File: src/rtl/dtmr_pkg.sv
package dtmr_pkg;
  localparam int CNT_W  = 16;
  localparam int BYTE_W = 8;
  localparam int IDX_W  = 4;

  localparam logic [IDX_W-1:0] SLOT_A_CLO = 4'd4;
  localparam logic [IDX_W-1:0] SLOT_A_CHI = 4'd5;
  localparam logic [IDX_W-1:0] SLOT_A_RLO = 4'd6;
  localparam logic [IDX_W-1:0] SLOT_A_RHI = 4'd7;
  localparam logic [IDX_W-1:0] SLOT_B_CLO = 4'd8;
  localparam logic [IDX_W-1:0] SLOT_B_CHI = 4'd9;

  localparam logic [1:0] MODE_PERIODIC = 2'b01;

  typedef struct packed {
    logic a_lo_wr;    // reload low byte write (slot 4 or 6)
    logic a_hi_load;  // reload high byte write plus counter load
    logic a_hi_hold;  // reload high byte write, counter untouched
    logic a_lo_rd;    // counter low byte read (flag clear)
    logic b_lo_wr;    // stored low byte write
    logic b_hi_wr;    // counter load
    logic b_lo_rd;    // counter low byte read (flag clear)
  } strobes_t;
endpackage

File: src/rtl/dtmr_decode.sv
module dtmr_decode
  import dtmr_pkg::*;
#(
  parameter int ADDR_W  = 13,
  parameter int IDX_LSB = 9
) (
  input  logic [ADDR_W-1:0] addr,
  input  logic              wr_en,
  input  logic              rd_en,
  output logic [IDX_W-1:0]  idx,
  output strobes_t          stb
);
  logic unused_addr_bits;
  assign unused_addr_bits = ^addr[IDX_LSB-1:0];
  assign idx = addr[IDX_LSB +: IDX_W];

  always_comb begin
    stb           = '0;
    stb.a_lo_wr   = wr_en && (idx == SLOT_A_CLO || idx == SLOT_A_RLO);
    stb.a_hi_load = wr_en && (idx == SLOT_A_CHI);
    stb.a_hi_hold = wr_en && (idx == SLOT_A_RHI);
    stb.a_lo_rd   = rd_en && (idx == SLOT_A_CLO);
    stb.b_lo_wr   = wr_en && (idx == SLOT_B_CLO);
    stb.b_hi_wr   = wr_en && (idx == SLOT_B_CHI);
    stb.b_lo_rd   = rd_en && (idx == SLOT_B_CLO);
  end
endmodule

File: src/rtl/dtmr_periodic.sv
module dtmr_periodic
  import dtmr_pkg::*;
(
  input  logic              clk,
  input  logic              rst_n,
  input  logic              tick,
  input  logic [1:0]        mode,
  input  logic [BYTE_W-1:0] wdata,
  input  logic              lo_wr,
  input  logic              hi_load,
  input  logic              hi_hold,
  input  logic              lo_rd,
  output logic [CNT_W-1:0]  cnt,
  output logic [CNT_W-1:0]  reload,
  output logic              flag_set,
  output logic              flag_clr
);
  logic [CNT_W-1:0] cnt_d, reload_d;
  logic             set_d, clr_d, hit;

  always_comb begin
    reload_d = reload;
    if (lo_wr) reload_d[BYTE_W-1:0] = wdata;
    if (hi_load || hi_hold) reload_d[CNT_W-1:BYTE_W] = wdata;

    cnt_d = cnt;
    hit   = 1'b0;
    if (hi_load) begin
      cnt_d = {wdata, reload[BYTE_W-1:0]};
    end else if (tick) begin
      if (cnt == '1) cnt_d = reload;
      else           cnt_d = cnt - 1'b1;
      hit = (cnt_d == '0);
    end

    clr_d = lo_rd || hi_load || hi_hold;
    set_d = hit && (mode == MODE_PERIODIC) && !clr_d;
  end

  always_ff @(posedge clk or negedge rst_n) begin
    if (!rst_n) begin
      cnt      <= '1;
      reload   <= '1;
      flag_set <= 1'b0;
      flag_clr <= 1'b0;
    end else begin
      cnt      <= cnt_d;
      reload   <= reload_d;
      flag_set <= set_d;
      flag_clr <= clr_d;
    end
  end
endmodule

File: src/rtl/dtmr_oneshot.sv
module dtmr_oneshot
  import dtmr_pkg::*;
(
  input  logic              clk,
  input  logic              rst_n,
  input  logic              tick,
  input  logic [BYTE_W-1:0] wdata,
  input  logic              lo_wr,
  input  logic              hi_wr,
  input  logic              lo_rd,
  output logic [CNT_W-1:0]  cnt,
  output logic              flag_set,
  output logic              flag_clr
);
  logic [BYTE_W-1:0] low_q, low_d;
  logic [CNT_W-1:0]  cnt_d;
  logic              armed_q, armed_d;
  logic              fire, set_d, clr_d;

  always_comb begin
    low_d   = lo_wr ? wdata : low_q;
    cnt_d   = cnt;
    armed_d = armed_q;
    fire    = 1'b0;
    if (hi_wr) begin
      cnt_d   = {wdata, low_q};
      armed_d = 1'b1;
    end else if (tick) begin
      cnt_d = cnt - 1'b1;
      if (cnt == '0 && armed_q) begin
        fire    = 1'b1;
        armed_d = 1'b0;
      end
    end
    clr_d = lo_rd;
    set_d = fire && !clr_d;
  end

  always_ff @(posedge clk or negedge rst_n) begin
    if (!rst_n) begin
      low_q    <= '0;
      cnt      <= '1;
      armed_q  <= 1'b0;
      flag_set <= 1'b0;
      flag_clr <= 1'b0;
    end else begin
      low_q    <= low_d;
      cnt      <= cnt_d;
      armed_q  <= armed_d;
      flag_set <= set_d;
      flag_clr <= clr_d;
    end
  end
endmodule

File: src/rtl/dtmr_top.sv
module dtmr_top
  import dtmr_pkg::*;
#(
  parameter int ADDR_W  = 13,
  parameter int IDX_LSB = 9
) (
  input  logic              clk,
  input  logic              rst_n,
  input  logic              tick,
  input  logic [ADDR_W-1:0] addr,
  input  logic              wr_en,
  input  logic              rd_en,
  input  logic [BYTE_W-1:0] wdata,
  output logic [BYTE_W-1:0] rdata,
  input  logic [1:0]        t1_mode,
  output logic              t1_flag_set,
  output logic              t1_flag_clr,
  output logic              t2_flag_set,
  output logic              t2_flag_clr
);
  logic [1:0]       rst_sync;
  logic             rst_int_n;
  logic [IDX_W-1:0] idx;
  strobes_t         stb;
  logic [CNT_W-1:0] a_cnt, a_reload, b_cnt;

  always_ff @(posedge clk or negedge rst_n) begin
    if (!rst_n) rst_sync <= 2'b00;
    else        rst_sync <= {rst_sync[0], 1'b1};
  end
  assign rst_int_n = rst_sync[1];

  dtmr_decode #(.ADDR_W(ADDR_W), .IDX_LSB(IDX_LSB)) u_decode (
    .addr(addr), .wr_en(wr_en), .rd_en(rd_en), .idx(idx), .stb(stb)
  );

  dtmr_periodic u_tmr_a (
    .clk(clk), .rst_n(rst_int_n), .tick(tick), .mode(t1_mode), .wdata(wdata),
    .lo_wr(stb.a_lo_wr), .hi_load(stb.a_hi_load), .hi_hold(stb.a_hi_hold),
    .lo_rd(stb.a_lo_rd), .cnt(a_cnt), .reload(a_reload),
    .flag_set(t1_flag_set), .flag_clr(t1_flag_clr)
  );

  dtmr_oneshot u_tmr_b (
    .clk(clk), .rst_n(rst_int_n), .tick(tick), .wdata(wdata),
    .lo_wr(stb.b_lo_wr), .hi_wr(stb.b_hi_wr), .lo_rd(stb.b_lo_rd),
    .cnt(b_cnt), .flag_set(t2_flag_set), .flag_clr(t2_flag_clr)
  );

  always_comb begin
    rdata = '0;
    if (rd_en) begin
      case (idx)
        SLOT_A_CLO: rdata = a_cnt[BYTE_W-1:0];
        SLOT_A_CHI: rdata = a_cnt[CNT_W-1:BYTE_W];
        SLOT_A_RLO: rdata = a_reload[BYTE_W-1:0];
        SLOT_A_RHI: rdata = a_reload[CNT_W-1:BYTE_W];
        SLOT_B_CLO: rdata = b_cnt[BYTE_W-1:0];
        SLOT_B_CHI: rdata = b_cnt[CNT_W-1:BYTE_W];
        default:    rdata = '0;
      endcase
    end
  end
endmodule

File: config.mk
export PLATFORM = sky130hd
export DESIGN_NAME = dtmr_top
export DESIGN_NICKNAME = d
export VERILOG_FILES = /design/src/rtl/dtmr_pkg.sv /design/src/rtl/dtmr_decode.sv /design/src/rtl/dtmr_periodic.sv /design/src/rtl/dtmr_oneshot.sv /design/src/rtl/dtmr_top.sv
export SDC_FILE = /design/constraint.sdc
export NUM_CORES = 1
export LEC_CHECK = 0
export BUFFER_PORTS_ARGS = -buffer_cell sky130_fd_sc_hd__buf_2
export CELL_PAD_IN_SITES_DETAIL_PLACEMENT = 2
export CELL_PAD_IN_SITES_GLOBAL_PLACEMENT = 2
export CORE_MARGIN = 3
export CORE_UTILIZATION = 35
export DETAILED_ROUTE_END_ITERATION = 16
export GPL_ROUTABILITY_DRIVEN = 0
export MAX_ROUTING_LAYER = met4
export PLACE_DENSITY_LB_ADDON = 0.1
export RECOVER_POWER = 25
export SLEW_MARGIN = 20
export SYNTH_ARGS = -nofsm -noshare
export SYNTH_HDL_FRONTEND = slang
export SYNTH_SLANG_ARGS = --single-unit
File: constraint.sdc
create_clock -name clk -period 4.8 [get_ports clk]
set_input_delay 1.44 -clock clk [delete_from_list [all_inputs] [get_ports clk]]
set_output_delay 1.44 -clock clk [all_outputs]
set_load 0.005 [all_outputs]
======== Word level (Yosys, flattened, before mapping) ========
Index checks and enable logic that the tools add are counted.
word-level totals
  register bits after elaboration ......... 63
  bits in latches ......................... 0
  RAM bits ................................ 0
  bits in read-only memories .............. 0
  input port bits ......................... 28
  output and inout port bits .............. 12
  logic and storage cells ................. 61
  memories ................................ 0
operators by class
  add/subtract/negate cells ............... 2
  $mul .................................... 0
  divide/modulo/power cells ............... 0
  order comparisons ....................... 0
  equality and inequality tests ........... 8
  shifts and indexed selects .............. 0
  muxes and demuxes ....................... 17
  bitwise logic cells ..................... 0
  reductions and logical operators ........ 23
operators with widths
  operator                                              count
  two-way mux 16 bit                                    7
  case mux 8 bit (6 select lines)                       1
  zero test 16 bit                                      2
  subtractor 16 x 1 -> 16 bit (second input constant)   2
  equality test 16 bit (second input constant)          1
  equality test 4 x 3 -> 1 bit (second input constant)  4
  logical AND 1 bit                                     11
  equality test 4 bit (second input constant)           2
  two-way mux 1 bit                                     8
  two-way mux 8 bit                                     1
  nonzero test 2 bit                                    3
  logical OR 1 bit                                      4
  equality test 2 x 1 -> 1 bit (second input constant)  1
  zero test 1 bit                                       2
  AND reduction 2 bit                                   1

======== Depth between registers and ports, before layout ========
  depth after elaboration ................. 9
  gate-level depth with buffers ........... 9
  gate-level depth less buffers ........... 8

======== Cells and area by module ========
A second synthesis with hierarchy kept.
second synthesis, totals
  cells, all modules ...................... 417
  area, all modules ....................... 4,135.2 um2
by module, submodules not included
  module         times used  cells each  area an instance (um2)  sequential area each (um2)
  dtmr_periodic  1           228         2,160.8                 890.9
  dtmr_oneshot   1           116         1,317.5                 695.7
  dtmr_top       1           57          548.0                   50.0
  dtmr_decode    1           16          108.9                   0.0

======== Least setup slack after synthesis ========
No wires, ideal clock.
  path kind ............................... input to output
  from .................................... in addr[11]
  to ...................................... out rdata[0]
  arrival time ............................ 2,718 ps
  required time ........................... 3,360 ps
  path slack .............................. 642 ps
  cell stages on the path ................. 4
  path buffers ............................ 0
  cells stage by stage .................... nor2b_1 > nor3b_1 > a222oi_1 > a31oi_1
on the way
  longest elaborated chain between the ends .. 3
  elaborated cells on any way between the ends .. 8
  classes of those cells .................. 6 x eq/ne; 2 x mux
ends and longest elaborated chain
  element                                                              line            RTL
  start, declared                                                      dtmr_top.sv:10  input logic [ADDR_W-1:0] addr,
  equality test 4 bit or equality test 4 x 3 -> 1 bit (tied branches)  dtmr_top.sv:53  case (idx)
  case mux 8 bit (6 select lines) *                                    dtmr_top.sv:53
  two-way mux 8 bit *                                                  dtmr_top.sv:52  if (rd_en) begin
  end, declared                                                        dtmr_top.sv:14  output logic [BYTE_W-1:0] rdata,
Every way passes the cells marked *; elsewhere a longest branch is shown, timed or not.

======== Final worst setup path ========
  from .................................... in addr[10]
  to ...................................... out rdata[2]
Same word-level chain as after synthesis.

==> flow_metrics.env <==
export IMPL_worst_ep_arrival_time_ps=2980
export IMPL_cts_buffers=9
export IMPL_drt_total_wl_mm=12.0
export IMPL_cap_violations=1
export IMPL_rows=37
export IMPL_fmax_mhz=226
export IMPL_nNetsFinal=439
export IMPL_ys_seq_area_share_pct=43.9
export IMPL_violations="capacitance limit, slew limit"
export IMPL_drtAntennaViolNets=0
export IMPL_ys_async_sr_fraction_pct=100
export IMPL_fin_ws_ps=383
export IMPL_clkSlewWorstSetupHoldPaths_ps=70
export IMPL_syn_area_um2=3730
export IMPL_core_um2=10300
export IMPL_critPathMaxStageDelay_ps=410
export IMPL_n_antenna_cell=0
export IMPL_area_delta_synth_final_pct=12.7
export IMPL_outcome="complete, but fails checks"
export IMPL_path_class="in -> out"
export IMPL_initialDrtViolationCount=160
export IMPL_first_pass_iters=4
export IMPL_ctsHtreeMaxLevel=3
export IMPL_synth_cell_types=58
export IMPL_worstSetupEndpointType="primary output"
export IMPL_grt_pass1_vias=3376
export IMPL_synth_cells=382
export IMPL_clkLatencyLatePin_ps=360
export IMPL_io_buffers=30
export IMPL_critPathRequiredTime_ps=3360
export IMPL_grt_pass1_wl_mm=19.4
export IMPL_p_sw_w=0.000768
export IMPL_regArea_um2=1640
export IMPL_fp_dieH_um=109
export IMPL_tritoncts="done"
export IMPL_overflow=0
export IMPL_synth_nets=413
export IMPL_tightest_slew_ps=3430
export IMPL_synth_edf_count=0
export IMPL_slew_viol_final=62
export IMPL_synth_ff_type="dfstp_2"
export IMPL_wl_per_cell_um=21.9
export IMPL_slew_headroom_pct=-128
export IMPL_cp_common_cell="buf_2"
export IMPL_dieArea_um2=11900
export IMPL_powerDensity_nw_per_um2=502
export IMPL_design_portCount=40
export IMPL_seqPwrFrac_pct=51.8
export IMPL_multi_input_area_um2=1940
export IMPL_finalHoldViolCount=0
export IMPL_synth_warnings=0
export IMPL_clock_sinks=63
export IMPL_r2r_setup_slack_ps=1370
export IMPL_cts_resized=0
export IMPL_final_period_utilization_pct=92.0
export IMPL_rsz0062_at_grt="false"
export IMPL_synth_seq_cells=63
export IMPL_p_leak_nw=1.57
export IMPL_dieWidth_um=109
export IMPL_vias_per_cell=5.62
export IMPL_drive_gt1_share_pct=32.9
export IMPL_drc_errors=0
export IMPL_crit_fanout=8
export IMPL_final_setup_viol_count=0
export IMPL_fillers=1143
export IMPL_cp_slowest_cell="and2_1"
export IMPL_internal_power_w=0.00134
export IMPL_avgSynthCellArea_um2=9.75
export IMPL_dp_hpwl_mm=8.58
export IMPL_period_needed_ps=4420
export IMPL_vias=3084
export IMPL_power_frac_comb_pct=24.0
export IMPL_cts_post_setup_buffers_inserted=0
export IMPL_hp_class="reg -> reg"
export IMPL_cp_cell_sequence="buf_2 -> nor3b_1 -> and2_1 -> a22oi_1 -> a31oi_1 -> buf_2"
export IMPL_dpl_cell_area_um2=3990
export IMPL_worst_setup_path_start_kind="input port"
export IMPL_pre_cts_ws_ps=459
export IMPL_grt_usage_pct=22.4
export IMPL_grt_start_max_net_pins=62
export IMPL_start_util_pct=36.1
export IMPL_p_clk_share_pct=24.2
export IMPL_cts_hold_buf=0
export IMPL_clockRootBuffer="clkbuf_8"
export IMPL_fin_hold_ws_ps=363
export IMPL_antenna_found_initial=0
export IMPL_peakVddDrop_mv=0.200
export IMPL_finalClockSkew_ps=9.73
export IMPL_tns_ps=0
export IMPL_cts_max_path_buffers=2
export IMPL_final_area_um2=4200
export IMPL_switching_share_pct=36.4
## metrics by stage
step,total power (W),instances,util (%)
after floorplan,0.00140,382,-
after global placement,0.00157,533,38.6
after detailed placement,0.00160,533,38.6
after CTS,0.00214,549,40.7
after global routing,0.00225,549,40.7
final,0.00211,549,40.7
## routing by layer
layer	part of all wire, %	vias up	GRT usage, %
li1	-	1432	-
met1	47	1591	29.7
met2	48	47	35.7
met3	2.8	14	2.72
met4	1.8	0	7.66
met5	0	-	-
## critical path, delay by kind of cell
kind | cells | cell delay [ps]
AO/OA/AOI/OAI | 2 | 420
AND/OR/NAND/NOR | 2 | 810
buffers and inverters | 2 | 310
## placed cells by master, fill, tap and decap left out, drive strengths merged, types with 4 or more instances in the layout
| cell type | synthesis | layout |
|---|---|---|
| clkbuf | 12 | 14 |
| a21oi | 16 | 16 |
| a31oi | 10 | 10 |
| nand3 | 5 | 5 |
| buf | 11 | 36 |
| mux2i | 6 | 6 |
| nor3b | 5 | 5 |
| nand2b | 4 | 4 |
| a22oi | 15 | 15 |
| nor3 | 7 | 7 |
| xor2 | 10 | 10 |
| nand2 | 43 | 43 |
| nand4 | 7 | 7 |
| dfstp | 48 | 48 |
| dfrtp | 15 | 15 |
| xnor2 | 15 | 15 |
| and2 | 4 | 4 |
| inv | 8 | 8 |
| o21ai | 28 | 28 |
| nor2 | 31 | 31 |
| nor4 | 10 | 10 |
| mux2 | 26 | 26 |
## sequential cells by signal (all words and copies together) (netlist names)
signal and flops:
u_tmr_b.flag_clr 1, u_tmr_b.armed_q 1, u_tmr_a.flag_set 1, u_tmr_a.cnt 16, u_tmr_b.low_q 8, rst_sync 2
u_tmr_b.cnt 16, u_tmr_a.reload 16, u_tmr_a.flag_clr 1, u_tmr_b.flag_set 1
## synthesized netlist by cell type (all sizes together), types with 3 or more instances
cell / instances / area share, %
nor4: 10 / 2.8
a22oi: 15 / 3.0
a21o: 3 / 0.60
a222oi: 3 / 0.81
o21ai: 28 / 3.8
buf: 11 / 2.0
or4: 3 / 0.60
nand4: 7 / 1.2
ha: 3 / 1.0
nand2: 43 / 4.3
dfrtp: 15 / 10
inv: 8 / 0.81
dfstp: 48 / 34
and2: 4 / 0.67
a21oi: 16 / 2.1
nor3b: 5 / 1.0
xor2: 10 / 2.4
nand2b: 4 / 0.67
o22ai: 3 / 0.50
nor2b: 3 / 0.50
clkbuf: 12 / 1.2
xnor2: 15 / 3.5
mux2: 26 / 7.9
nor2: 31 / 3.1
nor3: 7 / 1.1
nand3: 5 / 0.67
mux2i: 6 / 1.6
a31oi: 10 / 1.7
or3: 3 / 0.50
## cell families after synthesis
group | share of synthesized area [%]
flip-flops | 43.9
adder cells (fa/ha/maj) | 1.01
buffers and inverters | 4.03
other | 0.101
AO/OA/AOI/OAI | 15.8
multiplexers | 10.1
XOR/XNOR | 5.88
AND/OR/NAND/NOR | 19.1
## final timing paths
| path | cells past startpoint | end | from |
|---|---|---|---|
| max | 6 | rdata[2] | addr[10] |
| min | 0 | rst_sync[1] | rst_sync[0] |
| max reg2reg | 1 | u_tmr_a.flag_set | rst_sync[1] |
| min reg2reg | 0 | rst_sync[1] | rst_sync[0] |
| max in group asynchronous | 1 | u_tmr_a.flag_set | rst_sync[1] |
| min in group asynchronous | 1 | rst_sync[0] | rst_n |
## power groups by stage
stage	Clock (W)	Combinational (W)	Sequential, W
after floorplan	0	0.000456	0.000949
after global placement	0	0.000477	0.00109
after detailed placement	0	0.000503	0.00110
after CTS	0.000527	0.000514	0.00110
after global routing	0.000548	0.000571	0.00113
final	0.000511	0.000505	0.00109
## layout make-up
type | count | share of cell area [%]
repair buffers | 38 | 4.89
inverters | 8 | 0.715
well taps | 136 | 4.05
multi-input cells | 288 | 46.2
flip-flops and latches | 63 | 39.0
clock buffers | 12 | 3.93
clock inverters | 4 | 1.25
No activity file was read; power rests on OpenSTA's default activity.
